File: config.mk
export PLATFORM = sky130hd
export DESIGN_NAME = cmp_out_channel
export DESIGN_NICKNAME = d
export VERILOG_FILES = /design/src/rtl/cmp_out_pkg.sv /design/src/rtl/cmp_match_unit.sv /design/src/rtl/cmp_ref_gen.sv /design/src/rtl/cmp_out_stage.sv /design/src/rtl/cmp_flag_reg.sv /design/src/rtl/cmp_out_channel.sv
export SDC_FILE = /design/constraint.sdc
export NUM_CORES = 1
export LEC_CHECK = 0
export ABC_CLOCK_PERIOD_IN_PS = 800
export BUFFER_PORTS_ARGS = -buffer_cell sky130_fd_sc_hd__buf_4
export CAP_MARGIN = 40
export CORE_MARGIN = 2
export CORE_UTILIZATION = 34
export CTS_CLUSTER_DIAMETER = 80
export DETAILED_ROUTE_END_ITERATION = 10
export PLACE_DENSITY_LB_ADDON = 0.05
export SYNTH_ARGS = -nofsm -noshare
export SYNTH_HDL_FRONTEND = slang
export SYNTH_SLANG_ARGS = --single-unit
File: constraint.sdc
create_clock -name clk_i -period 0.8 [get_ports clk_i]
set_input_delay 0.04 -clock clk_i [delete_from_list [all_inputs] [get_ports clk_i]]
set_output_delay 0.04 -clock clk_i [all_outputs]
set_load 0.005 [all_outputs]
File: src/rtl/cmp_out_pkg.sv
`timescale 1ns/1ps
package cmp_out_pkg;
  typedef enum logic [2:0] {
    OC_HOLD   = 3'b000,
    OC_SET    = 3'b001,
    OC_CLR    = 3'b010,
    OC_TOG    = 3'b011,
    OC_LOW    = 3'b100,
    OC_HIGH   = 3'b101,
    OC_PWM_LO = 3'b110,
    OC_PWM_HI = 3'b111
  } oc_mode_e;

  localparam int unsigned NUM_PINS = 2;
endpackage

File: src/rtl/cmp_match_unit.sv
`timescale 1ns/1ps
module cmp_match_unit #(
  parameter int unsigned CNT_W = 16
) (
  input  logic [CNT_W-1:0] cnt_i,
  input  logic [CNT_W-1:0] cmp_i,
  output logic             eq_o,
  output logic             below_o
);
  always_comb begin
    eq_o    = (cnt_i == cmp_i);
    below_o = (cnt_i < cmp_i);
  end
endmodule

File: src/rtl/cmp_ref_gen.sv
`timescale 1ns/1ps
module cmp_ref_gen
  import cmp_out_pkg::*;
(
  input  logic     clk_i,
  input  logic     rst_ni,
  input  oc_mode_e mode_i,
  input  logic     eq_i,
  input  logic     below_i,
  output logic     ref_o
);
  logic ref_q, ref_d;

  always_comb begin
    ref_d = ref_q;
    unique case (mode_i)
      OC_HOLD:   ref_d = ref_q;
      OC_SET:    if (eq_i) ref_d = 1'b1;
      OC_CLR:    if (eq_i) ref_d = 1'b0;
      OC_TOG:    if (eq_i) ref_d = ~ref_q;
      OC_LOW:    ref_d = 1'b0;
      OC_HIGH:   ref_d = 1'b1;
      OC_PWM_LO: ref_d = below_i;
      OC_PWM_HI: ref_d = ~below_i;
      default:   ref_d = ref_q;
    endcase
  end

  always_ff @(posedge clk_i or negedge rst_ni) begin
    if (!rst_ni) ref_q <= 1'b0;
    else         ref_q <= ref_d;
  end

  assign ref_o = ref_q;
endmodule

File: src/rtl/cmp_out_stage.sv
`timescale 1ns/1ps
module cmp_out_stage #(
  parameter bit IDLE_LVL = 1'b0
) (
  input  logic ref_i,
  input  logic pol_i,
  input  logic en_i,
  input  logic master_i,
  output logic pin_o
);
  always_comb begin
    if (master_i && en_i) pin_o = ref_i ^ pol_i;
    else                  pin_o = IDLE_LVL;
  end
endmodule

File: src/rtl/cmp_flag_reg.sv
`timescale 1ns/1ps
module cmp_flag_reg (
  input  logic clk_i,
  input  logic rst_ni,
  input  logic eq_i,
  input  logic irq_en_i,
  output logic match_o,
  output logic irq_o
);
  always_ff @(posedge clk_i or negedge rst_ni) begin
    if (!rst_ni) begin
      match_o <= 1'b0;
      irq_o   <= 1'b0;
    end else begin
      match_o <= eq_i;
      irq_o   <= eq_i & irq_en_i;
    end
  end
endmodule

File: src/rtl/cmp_out_channel.sv
`timescale 1ns/1ps
module cmp_out_channel
  import cmp_out_pkg::*;
#(
  parameter int unsigned CNT_W = 16
) (
  input  logic             clk_i,
  input  logic             rst_ni,
  input  logic [CNT_W-1:0] cnt_i,
  input  logic [CNT_W-1:0] cmp_val_i,
  input  logic [2:0]       mode_i,
  input  logic             main_pol_i,
  input  logic             main_en_i,
  input  logic             comp_pol_i,
  input  logic             comp_en_i,
  input  logic             master_en_i,
  input  logic             irq_en_i,
  output logic             main_o,
  output logic             comp_o,
  output logic             match_o,
  output logic             irq_o
);
  logic eq, below, ref_q;
  logic [NUM_PINS-1:0] pin_ref, pin_pol, pin_en, pin_out;

  cmp_match_unit #(.CNT_W(CNT_W)) i_match (
    .cnt_i   (cnt_i),
    .cmp_i   (cmp_val_i),
    .eq_o    (eq),
    .below_o (below)
  );

  cmp_ref_gen i_ref (
    .clk_i   (clk_i),
    .rst_ni  (rst_ni),
    .mode_i  (oc_mode_e'(mode_i)),
    .eq_i    (eq),
    .below_i (below),
    .ref_o   (ref_q)
  );

  // lane 0: main pin, lane 1: complementary pin
  assign pin_ref = {~ref_q, ref_q};
  assign pin_pol = {comp_pol_i, main_pol_i};
  assign pin_en  = {comp_en_i, main_en_i};

  for (genvar g = 0; g < NUM_PINS; g++) begin : g_pin
    cmp_out_stage #(.IDLE_LVL(1'b0)) i_stage (
      .ref_i    (pin_ref[g]),
      .pol_i    (pin_pol[g]),
      .en_i     (pin_en[g]),
      .master_i (master_en_i),
      .pin_o    (pin_out[g])
    );
  end

  assign main_o = pin_out[0];
  assign comp_o = pin_out[1];

  cmp_flag_reg i_flag (
    .clk_i    (clk_i),
    .rst_ni   (rst_ni),
    .eq_i     (eq),
    .irq_en_i (irq_en_i),
    .match_o  (match_o),
    .irq_o    (irq_o)
  );
endmodule

**Word-level counts from Yosys, hierarchy flattened**

Cells that the tools add are included.

- Equal/unequal tests: 11
- Reductions and logical operators: 4
- Magnitude comparators: 1
- Mux-type cells: 6
- Bitwise operators: 6

Operator list:

| operator | number |
|---|---|
| $eq A16 B16 Y1 | 1 |
| $lt A16 B16 Y1 | 1 |
| $eq A3 B3 Y1 const B | 4 |
| $pmux W1 S7 | 1 |
| $eq A3 B2 Y1 const B | 2 |
| $ne A2 B1 Y1 const B | 3 |
| $mux W1 | 5 |
| $reduce_and A4 Y1 | 1 |
| $eq A3 B1 Y1 const B | 1 |
| $logic_not A3 Y1 | 1 |
| $not A1 Y1 | 3 |
| $logic_and A1 B1 Y1 | 2 |
| $xor A1 B1 Y1 | 2 |
| $and A1 B1 Y1 | 1 |

- Logic and storage cells: 31
- Input port bits: 43
- Flip-flop bits (word level): 3

**Depth between registers and ports, before layout**

Gate-level depths: netlist of run 1.

- Depth in word-level cells: 3
- Mapped depth: 7

**Cells and area by module**

Synthesis of run 1 repeated with hierarchy kept, for this count alone.

- Cell total of the unflattened synthesis: 72
- Area, all modules: 555.5 um2

By module, submodules not included:

| module | area an instance (um2) | cells an instance | seq. area each (um2) | instances |
|---|---|---|---|---|
| cmp_match_unit | 399.1 | 56 | 0.0 | 1 |
| cmp_ref_gen | 66.3 | 8 | 25.0 | 1 |
| cmp_flag_reg | 56.3 | 3 | 50.0 | 1 |
| cmp_out_stage | 15.0 | 2 | 0.0 | 2 |
| cmp_out_channel | 3.8 | 1 | 0.0 | 1 |

**Least setup slack after synthesis of run 1**

Ideal clock, no wire load.

- Path type: input-to-reg
- Start point: in cmp_val_i[7]
- End point: reg i_ref.ref_q, in the netlist i_ref.ref_o
- Buffers on the path: 0
- Required time: 0.731 ns
- Setup slack: -0.728 ns
- Cell stages on the path: 7
- Data arrival time: 1.459 ns
- Setup time: 0.069 ns
- Cells stage by stage: inv_1 -> ha_1 -> a21oi_2 -> o21ai_1 -> a221o_1 -> or4_1 -> nand3_1

- Word-level cells in the longest chain between the ends: 3

RTL lines:

| item | line | text |
|---|---|---|
| start: declaration | cmp_out_channel.sv:10 | `input logic [CNT_W-1:0] cmp_val_i,` |
| $lt A16 B16 Y1 or $eq A16 B16 Y1 (tied branches) | cmp_match_unit.sv:12, cmp_match_unit.sv:11 |  |
| $not A1 Y1 or $ne A2 B1 Y1 (tied branches) | n/a |  |
| $pmux W1 S7 or $reduce_and A4 Y1 (tied branches) | n/a |  |
| end signal: assignment | cmp_ref_gen.sv:31 | `else ref_q <= ref_d;` |
| end: declaration | cmp_ref_gen.sv:12 | `logic ref_q, ref_d;` |

Several ways; a longest one is shown, not always the timed one.
A chain may end at the register's enable or synchronous reset.

**Final worst setup path of run 1**

- Start point: in cmp_val_i[15]
- End point: reg i_ref.ref_q, in the netlist i_ref.ref_o

The elaborated chain is that of the path after synthesis.

==> results of run 1 <==
state kept, by name, indices dropped and copies added (netlist names):
register	flops
i_ref.ref_o	1
i_flag.irq_o	1
i_flag.match_o	1
cells in the mapped netlist, types with 2 or more instances:
cell type,number,area share
a21oi_1,7,0.062
and3_1,2,0.022
dfrtp_1,3,0.13
ha_1,16,0.35
inv_1,16,0.11
nand2_1,2,0.013
nand3_1,3,0.026
nand4_1,3,0.033
cell families (layout without fill, tap and decap cells):
logic type      Yosys count  in the layout  share of synthesized area
compound gates           14             14                      0.163
xor+xnor                  2              2                     0.0308
fa+ha+maj                16             16                      0.352
buf+inv                  16             78                      0.105
flops                     3              3                      0.132
simple gates             19             19                      0.218
power breakdown:
part	leakage [µW]	total [µW]	switching, µW	internal, µW
Sequential	0.0000402	167	7.64	159
Combinational	0.000589	622	247	375
Clock	0.0000150	305	116	189
Total	0.000644	1090	370	724
worst min-delay path by stage:
| stage | from | end | slack (ns) | cells after the start |
|---|---|---|---|---|
| after floorplan | rst_ni | i_flag.irq_o$_DFF_PN0_ | -0.26 | 0 |
| after detailed placement | rst_ni | i_flag.irq_o$_DFF_PN0_ | -0.17 | 1 |
| after CTS | irq_en_i | i_flag.irq_o$_DFF_PN0_ | 0.007 | 2 |
| after global placement | rst_ni | i_ref.ref_o$_DFFE_PN0P_ | -0.17 | 1 |
| after global routing | irq_en_i | i_flag.irq_o$_DFF_PN0_ | 0.009 | 2 |
| final | irq_en_i | i_flag.irq_o$_DFF_PN0_ | 0.02 | 2 |
metal layers:
layer / share of wire / vias up
li1: - / 376
met5: 0 / -
met2: 0.56 / 37
met1: 0.32 / 346
met4: 0.029 / 0
met3: 0.089 / 6
layout by cell type, fill, tap and decap left out, types with 2 or more instances in the layout:
cell and n:
buf_4 48, ha_4 12, buf_6 8, inv_2 6, inv_4 5, a21oi_2 5, inv_1 4, ha_1 4
nand4_1 3, nand3_1 3, a21oi_1 3, clkbuf_4 3, dfrtp_1 3, and3_1 2, nand2_1 2
layout make-up:
| type | count | share of cell area |
|---|---|---|
| sequential | 3 | 0.0572 |
| multi-input combinational | 51 | 0.480 |
| inverter | 16 | 0.0648 |
| timing repair buffer | 58 | 0.362 |
| clock buffer | 4 | 0.0200 |
| tap | 16 | 0.0153 |
metrics by stage:
step / utilization / setup WS (ns) / total power (µW) / TNS [ns]
3_3_place_gp: 0.767 / -0.751 / 698 / -1.76
5_1_grt: 0.851 / -0.556 / 1190 / -2.02
6_report: 0.851 / -0.508 / 1090 / -1.76
4_1_cts: 0.820 / -0.486 / 1080 / -1.39
3_5_place_dp: 0.767 / -0.837 / 729 / -1.93
2_1_floorplan: - / -0.564 / 430 / -0.846
what timing repair did:
action,4_1_cts,5_1_grt
pin swaps,16,8
gates resized for setup,15,8
hold buffers,1,0
endpoints found under the setup margin,5,7
hold endpoints to repair,3,0
buffers inserted,1,2
==> results.md, run 1 <==
- Worst Skew: 0 ns
- Worst Tran Pin Value: 0.251 ns
- Top delay family on crit path: simple AND/OR/NAND/NOR gates
- Final estimated routing congestion in global placement: 0.674
- Outcome: complete, but fails checks
- Leakage: 0.000644 µW
- Vias in the first global route: 777
- GRT busiest layer: met2
- DRT iter0 DRCs: 3
- Mean Syn Cell Area: 8.13 µm²
- Core box area: 1540 µm²
- Worst Setup EP: i_ref.ref_o$_DFFE_PN0P_
- Die W: 44.9 µm
- Via/cell ratio: 5.17
- Clk sinks: 3
- Post-Layout Cell Count: 148
- Final hold violations: 0
- Crit path from: cmp_val_i[15]
- RSZ-0062 raised after global routing: yes
- Minimum clock period: 1.31 ns
- CP Depth: 8
- Setup violations, final: 5
- Fillers: 99
- Slowest cell on the critical path: or4_4
- Pins over their slew limit: 0
- WL final: 2100 µm
- Root buf cell: clkbuf_4
- Post-synth EDFFs: 0
- Nets: 192
- Failing checks: setup timing
- Wire length per cell: 14.2 µm
- FMAX: 765 MHz
- R2R depth: 4
- Worst setup EP type: flop
- Buf/Inv on CP: 2
- Placed cell count: 140
- H-tree levels: 1
- Initial core utilization: 0.369
- Design Area, Final: 1310 µm²
- Drc violations: 0
- Reg-to-reg startpoint: i_ref.ref_o$_DFFE_PN0P_
- Area grow syn2layout: 131%
- Total grt overflow: 0
- Synth Flop Type: dfrtp_1
- Reg clk slew, reported paths: 0.04 ns
- Max Cap Viol: 0
- CP required: 0.99 ns
- First-pass GRT wire length: 3140 µm
- Crit path cell chain: buf_4 -> inv_1 -> ha_4 -> nand4_4 -> nor2_1 -> a221o_1 -> or4_4 -> nand3_1
- # port buffers: 46
- Die Footprint: 2020 µm²
- Max Buffers Root-to-Sink: 2
- Post-DP Area: 1180 µm²
- DRT Pass-1 Iters: 4
- CP Launch Type: primary input
- Layout cells sized above 1: 0.720
- Initial antenna violation count: 0
- Register area: 75.1 µm²
- Die Ht: 44.9 µm
- Asr flop ratio synth: 1.00
- Rows: 14
- Flop2flop setup slack: -0.24 ns
- Largest net degree at the start of global routing: 4
- Sequential share of the synthesized area: 0.132
- RR Endpoint: i_ref.ref_o$_DFFE_PN0P_
- Worst min path class: in -> reg
- Hpwl dp: 1620 µm
- CTS tree: done
- Clk_lat worst skew: 0.26 ns
- CP peak stage delay: 0.43 ns
- PD cells: 834 nW/µm²
- Post-Syn Instances: 70
- Max-Slew Margin vs Limit: 0.832
- Worst IR Drop VDD: 0.000600 V
- Multi-input combinational cell area: 631 µm²
- Seq cells post-synth: 3
- Synthesized area: 569 µm²
- Ports: 47
- Final hold slack: 0.0155 ns
- Final setup margin: -0.508 ns
- Met3 Use GR: 0.0560
- Yosys warns: 0
- GR Util met2: 0.449
- Final ANT Viol Nets: 0
- Worst setup path category: in -> reg
- Ant diodes: 0
- GRT met1 Usage: 0.203
- Final period utilization: 1.63
- Critical Path AT: 1.50 ns
- Global-route usage over all layers: 0.227
- Crit-path max FO: 3
- Netlist cell types: 26
- Syn nets: 129
- Vias: 765
- CTS Buf Count: 3
No activity file was read; power rests on OpenSTA's default activity.
==> run 2, diff against run 1 <==
--- a/config.mk
+++ b/config.mk
@@ -12,7 +12,7 @@
 export CORE_UTILIZATION = 34
 export CTS_CLUSTER_DIAMETER = 80
 export DETAILED_ROUTE_END_ITERATION = 10
-export PLACE_DENSITY_LB_ADDON = 0.05
+export PLACE_DENSITY = 0.75
 export SYNTH_ARGS = -nofsm -noshare
 export SYNTH_HDL_FRONTEND = slang
 export SYNTH_SLANG_ARGS = --single-unit
==> results.md, run 2 (same netlist as run 1, synthesis figures left out) <==
- Minimum clock period: 1.30 ns (-0.0102 ns)
- Worst IR Drop VDD: 0.000611 V (+1.7%)
- Vias: 754 (-1.4%)
- GRT met1 Usage: 0.197 (-0.00585)
- H-tree levels: 1 (unchanged)
- Leakage: 0.000627 µW (-2.7%)
- Nets: 189 (-1.6%)
- Highest-count cells in the layout ignoring fill and taps: buf_4, ha_4, buf_6
- Reg clk slew, reported paths: 0.04 ns (about the same)
- Max-Slew Margin vs Limit: 0.838 (+0.00611)
- Ports: 47 (unchanged)
- Critical Path AT: 1.48 ns (-0.02 ns)
- Total grt overflow: 0 (unchanged)
- CP Launch Type: primary input
- RSZ-0062 raised after global routing: yes
- FMAX: 771 MHz (+0.79%)
- Vias in the first global route: 815 (+4.9%)
- DRT iter0 DRCs: 9 (+6)
- CP required: 0.99 ns (about the same)
- Final ANT Viol Nets: 0 (unchanged)
- Register area: 75.1 µm² (unchanged)
- Max Buffers Root-to-Sink: 2 (unchanged)
- Outcome: complete, but fails checks
- Pwr Total: 1050 µW (-4.3%)
- Max Cap Viol: 0 (unchanged)
- Clk sinks: 3 (unchanged)
- Clk_lat worst skew: 0.25 ns (about the same)
- Die Ht: 44.9 µm (unchanged)
- Final design utilization: 0.827 (-0.0244)
- CTS tree: done
- WL final: 1830 µm (-13%)
- Multi-input combinational cell area: 622 µm² (-1.4%)
- Initial antenna violation count: 0 (unchanged)
- Global-route usage over all layers: 0.212 (-0.0144)
- First-pass GRT wire length: 3080 µm (-1.8%)
- Wire length per cell: 12.6 µm (-11%)
- Met3 Use GR: 0.0520 (-0.00400)
- R2R depth: 4 (unchanged)
- Worst setup path category: in -> reg
- Commonest non-fill, non-tap cell in the layout: buf_4
- Ant diodes: 0 (unchanged)
- Final period utilization: 1.62 (-0.0127)
- Final estimated routing congestion in global placement: 0.659 (-2.3%)
- Drc violations: 0 (unchanged)
- Area grow syn2layout: 124%
- PD cells: 821 nW/µm² (-1.5%)
- Die Footprint: 2020 µm² (unchanged)
- Final setup margin: -0.498 ns (+0.0102 ns)
- Via/cell ratio: 5.20 (+0.60%)
- Worst min path class: in -> reg
- # port buffers: 46 (unchanged)
- Initial core utilization: 0.369 (unchanged)
- Core box area: 1540 µm² (unchanged)
- Setup violations, final: 5 (unchanged)
- Failing checks: setup timing
- Die W: 44.9 µm (unchanged)
- Rows: 14 (unchanged)
- Hold depth: 2 (unchanged)
- GR Util met2: 0.409 (-0.0400)
- GRT busiest layer: met2
- DRT Pass-1 Iters: 4 (unchanged)
- Hpwl dp: 1530 µm (-5.9%)
- Worst setup EP type: flop
- Largest net degree at the start of global routing: 4 (unchanged)
- Fillers: 104 (+5.1%)
- Crit-path max FO: 2 (-1)
- Final hold violations: 0 (unchanged)
- CTS Buf Count: 3 (unchanged)
- Pins over their slew limit: 0 (unchanged)
- Layout cells sized above 1: 0.667 (-0.0530)
- Worst Skew: 0 ns (unchanged)
- Root buf cell: clkbuf_4
- Worst Tran Pin Value: 0.240 ns (-0.0111 ns)
## run 2: cell count changes in the layout (fill, tap and decap cells not counted), moves of 2 or more
cell,delta
buf_4,-3
a21oi_1,+2
a21oi_2,-2
inv_1,+2
## run 2: worst paths after layout
path                                              start  slack [ns]                  endpoint
worst max-delay path                       cmp_val_i[5]       -0.50   i_ref.ref_o$_DFFE_PN0P_
worst min-delay path                           irq_en_i        0.01    i_flag.irq_o$_DFF_PN0_
worst max register to register  i_ref.ref_o$_DFFE_PN0P_       -0.18   i_ref.ref_o$_DFFE_PN0P_
worst min register to register  i_ref.ref_o$_DFFE_PN0P_        0.78   i_ref.ref_o$_DFFE_PN0P_
max in group asynchronous                        rst_ni        0.58  i_flag.match_o$_DFF_PN0_
min in group asynchronous                        rst_ni        0.12   i_ref.ref_o$_DFFE_PN0P_
## run 2: area by class of cell
type,count,share of cell area
Clock buffer,4,0.0206
Inverter,16,0.0648
Multi-Input combinational cell,51,0.488
Sequential cell,3,0.0589
Tap cell,16,0.0157
Timing Repair Buffer,55,0.352
## run 2: layer usage
layer	routed length [µm]	share of wire	vias up
li1	-	-	366
met1	595	0.33	345
met2	1040	0.57	37
met3	159	0.087	6
met4	36	0.020	0
met5	0	0	-
## run 2: metrics by stage
step	hold WS, ns	instance area (µm²)	setup TNS (ns)	worst slack, ns	std cells
after floorplan	-0.256	757	-0.846	-0.564	70
after global placement	-0.170	1170	-1.75	-0.745	139
after detailed placement	-0.168	1170	-1.93	-0.800	139
after CTS	0.0204	1270	-1.41	-0.464	145
after global routing	0.0235	1270	-1.71	-0.571	145
final	0.0146	1270	-1.34	-0.498	145
## run 2: timing repair
action | in CTS | in global routing
endpoints found under the hold margin | 3 | 0
gates resized for setup | 14 | 1
endpoints found under the setup margin | 5 | 6
pin swaps | 9 | 0
hold buffers | 1 | 0
gates cloned | 0 | 0
setup buffers | 1 | 0
## run 2: where the power goes
group / internal, µW / switching [µW]
registers: 160 / 7.51
clock network: 188 / 102
logic: 364 / 226
## run 2: critical path, stage by stage
cell and delay (ns):
buf_6 0.09, inv_4 0.04, ha_4 0.20, a21oi_2 0.14, o21ai_1 0.09, a221o_1 0.37, or4_1 0.43, nand3_1 0.08
==> run 3, diff against run 2 <==
--- a/config.mk
+++ b/config.mk
@@ -8,7 +8,7 @@
 export ABC_CLOCK_PERIOD_IN_PS = 800
 export BUFFER_PORTS_ARGS = -buffer_cell sky130_fd_sc_hd__buf_4
 export CAP_MARGIN = 40
-export CORE_MARGIN = 2
+export CORE_MARGIN = 4
 export CORE_UTILIZATION = 34
 export CTS_CLUSTER_DIAMETER = 80
 export DETAILED_ROUTE_END_ITERATION = 10
==> results.md, run 3 (same netlist as run 1, synthesis figures left out) <==
- Outcome: complete, but fails checks
- Failing checks: setup timing
- Area grow syn2layout: 133%
- Final hold violations: 0 (unchanged)
- CTS tree: done
- Die Footprint: 2390 µm² (+19%)
- Post-Layout Cell Count: 148 (+2.1%)
- CP required: 0.93 ns (-0.06 ns)
- Total grt overflow: 0 (unchanged)
- Rows: 14 (unchanged)
- Layout cells sized above 1: 0.689 (+0.0227)
- Final hold slack: 0.0200 ns (+0.00546 ns)
- Initial antenna violation count: 0 (unchanged)
- Fillers: 91 (-13%)
- RSZ-0062 raised after global routing: yes
- Vias: 776 (+2.9%)
- Core box area: 1540 µm² (unchanged)
- Highest-count cells in the layout ignoring fill and taps: buf_4, ha_4, buf_6
- Largest net degree at the start of global routing: 4 (unchanged)
- Minimum clock period: 1.26 ns (-0.0351 ns)
- H-tree levels: 1 (unchanged)
- Crit-path max FO: 3 (+1)
- CP Launch Type: primary input
- Root buf cell: clkbuf_4
- DRT Pass-1 Iters: 4 (unchanged)
- Pwr Total: 1090 µW (+4.3%)
- Flop2flop setup slack: -0.16 ns (+0.02 ns)
- Worst IR Drop VDD: 0.000555 V (-9.2%)
- Max Buffers Root-to-Sink: 2 (unchanged)
- Setup violations, final: 5 (unchanged)
- First-pass GRT wire length: 3310 µm (+7.2%)
- Nets: 192 (+1.6%)
- PD cells: 822 nW/µm² (about the same)
- Final setup margin: -0.462 ns (+0.0351 ns)
- Max Cap Viol: 0 (unchanged)
- Initial core utilization: 0.369 (unchanged)
- Die Ht: 48.9 µm (+8.9%)
- Leakage: 0.000652 µW (+4.0%)
- Max-Slew Margin vs Limit: 0.833 (-0.00524)
- Global-route usage over all layers: 0.174 (-0.0379)
- WL final: 1970 µm (+7.6%)
- DRT iter0 DRCs: 9 (unchanged)
- Wire length per cell: 13.3 µm (+5.4%)
- Vias in the first global route: 821 (+0.74%)
- Worst setup path category: in -> reg
- Worst min path class: in -> reg
- Critical Path AT: 1.39 ns (-0.09 ns)
- Ports: 47 (unchanged)
- Reg clk slew, reported paths: 0.04 ns (about the same)
- Drc violations: 0 (unchanged)
- CTS Buf Count: 3 (unchanged)
- Worst Tran Pin Value: 0.249 ns (+0.00978 ns)
- Pins over their slew limit: 0 (unchanged)
- Clk sinks: 3 (unchanged)
- Placed cell count: 139 (unchanged)
- FMAX: 792 MHz (+2.8%)
- Via/cell ratio: 5.24 (+0.83%)
- Ant diodes: 0 (unchanged)
- Final period utilization: 1.58 (-0.0439)
- Hpwl dp: 1560 µm (+2.4%)
- Worst Skew: 0 ns (unchanged)
- Clk_lat worst skew: 0.25 ns (about the same)
- Final estimated routing congestion in global placement: 0.776 (+18%)
- Die W: 48.9 µm (+8.9%)
- Final ANT Viol Nets: 0 (unchanged)
- Worst setup EP type: flop
- # port buffers: 46 (unchanged)
- Commonest non-fill, non-tap cell in the layout: buf_4
==> run 3: per-stage QoR <==
step           area (µm²)  setup WS (ns)  utilization  TNS [ns]
2_1_floorplan         757         -0.564            -    -0.846
3_3_place_gp         1170         -0.744        0.762     -1.75
3_5_place_dp         1170         -0.787        0.762     -1.91
4_1_cts              1310         -0.438        0.849     -1.49
5_1_grt              1330         -0.522        0.862     -1.88
6_report             1330         -0.462        0.862     -1.64
==> run 3: path summary, 6_finish.rpt <==
path	startpoint	to	cells after the start
worst max-delay path	cnt_i[9]	i_ref.ref_o$_DFFE_PN0P_	7
worst min-delay path	irq_en_i	i_flag.irq_o$_DFF_PN0_	2
worst max register to register	i_ref.ref_o$_DFFE_PN0P_	i_ref.ref_o$_DFFE_PN0P_	4
worst min register to register	i_ref.ref_o$_DFFE_PN0P_	i_ref.ref_o$_DFFE_PN0P_	3
max in group asynchronous	rst_ni	i_flag.irq_o$_DFF_PN0_	2
min in group asynchronous	rst_ni	i_ref.ref_o$_DFFE_PN0P_	2
==> run 3: area by class of cell <==
type | instances | area, µm² | share of cell area
Inverter | 16 | 85.1 | 0.0640
Tap cell | 16 | 20.0 | 0.0151
Multi-Input combinational cell | 51 | 628 | 0.473
Sequential cell | 3 | 75.1 | 0.0565
Timing Repair Buffer | 58 | 494 | 0.372
Clock buffer | 4 | 26.3 | 0.0198
==> run 3: layer usage <==
metal,up-vias,track usage,share of wire
met5,-,0,0
met4,0,0.112,0.020
met2,38,0.302,0.54
li1,374,-,-
met1,359,0.177,0.34
met3,5,0.0550,0.10
==> run 3: critical path, cell delays in order <==
cell     delay, ns
buf_4         0.12
ha_4          0.25
nand4_1       0.18
or3_1         0.40
a21oi_1       0.18
or4_1         0.14
nand3_1       0.07
==> run 3: timing repair <==
item | 4_1_cts | 5_1_grt
gates resized for setup | 18 | 6
hold buffers | 1 | 0
setup endpoints to repair | 5 | 5
pin swaps | 14 | 7
buffers inserted | 4 | 0
endpoints found under the hold margin | 3 | 0
==> run 3: power breakdown <==
group          switching, µW  internal (µW)
clock                    113            189
sequential              7.95            159
combinational            236            386
total                    357            735
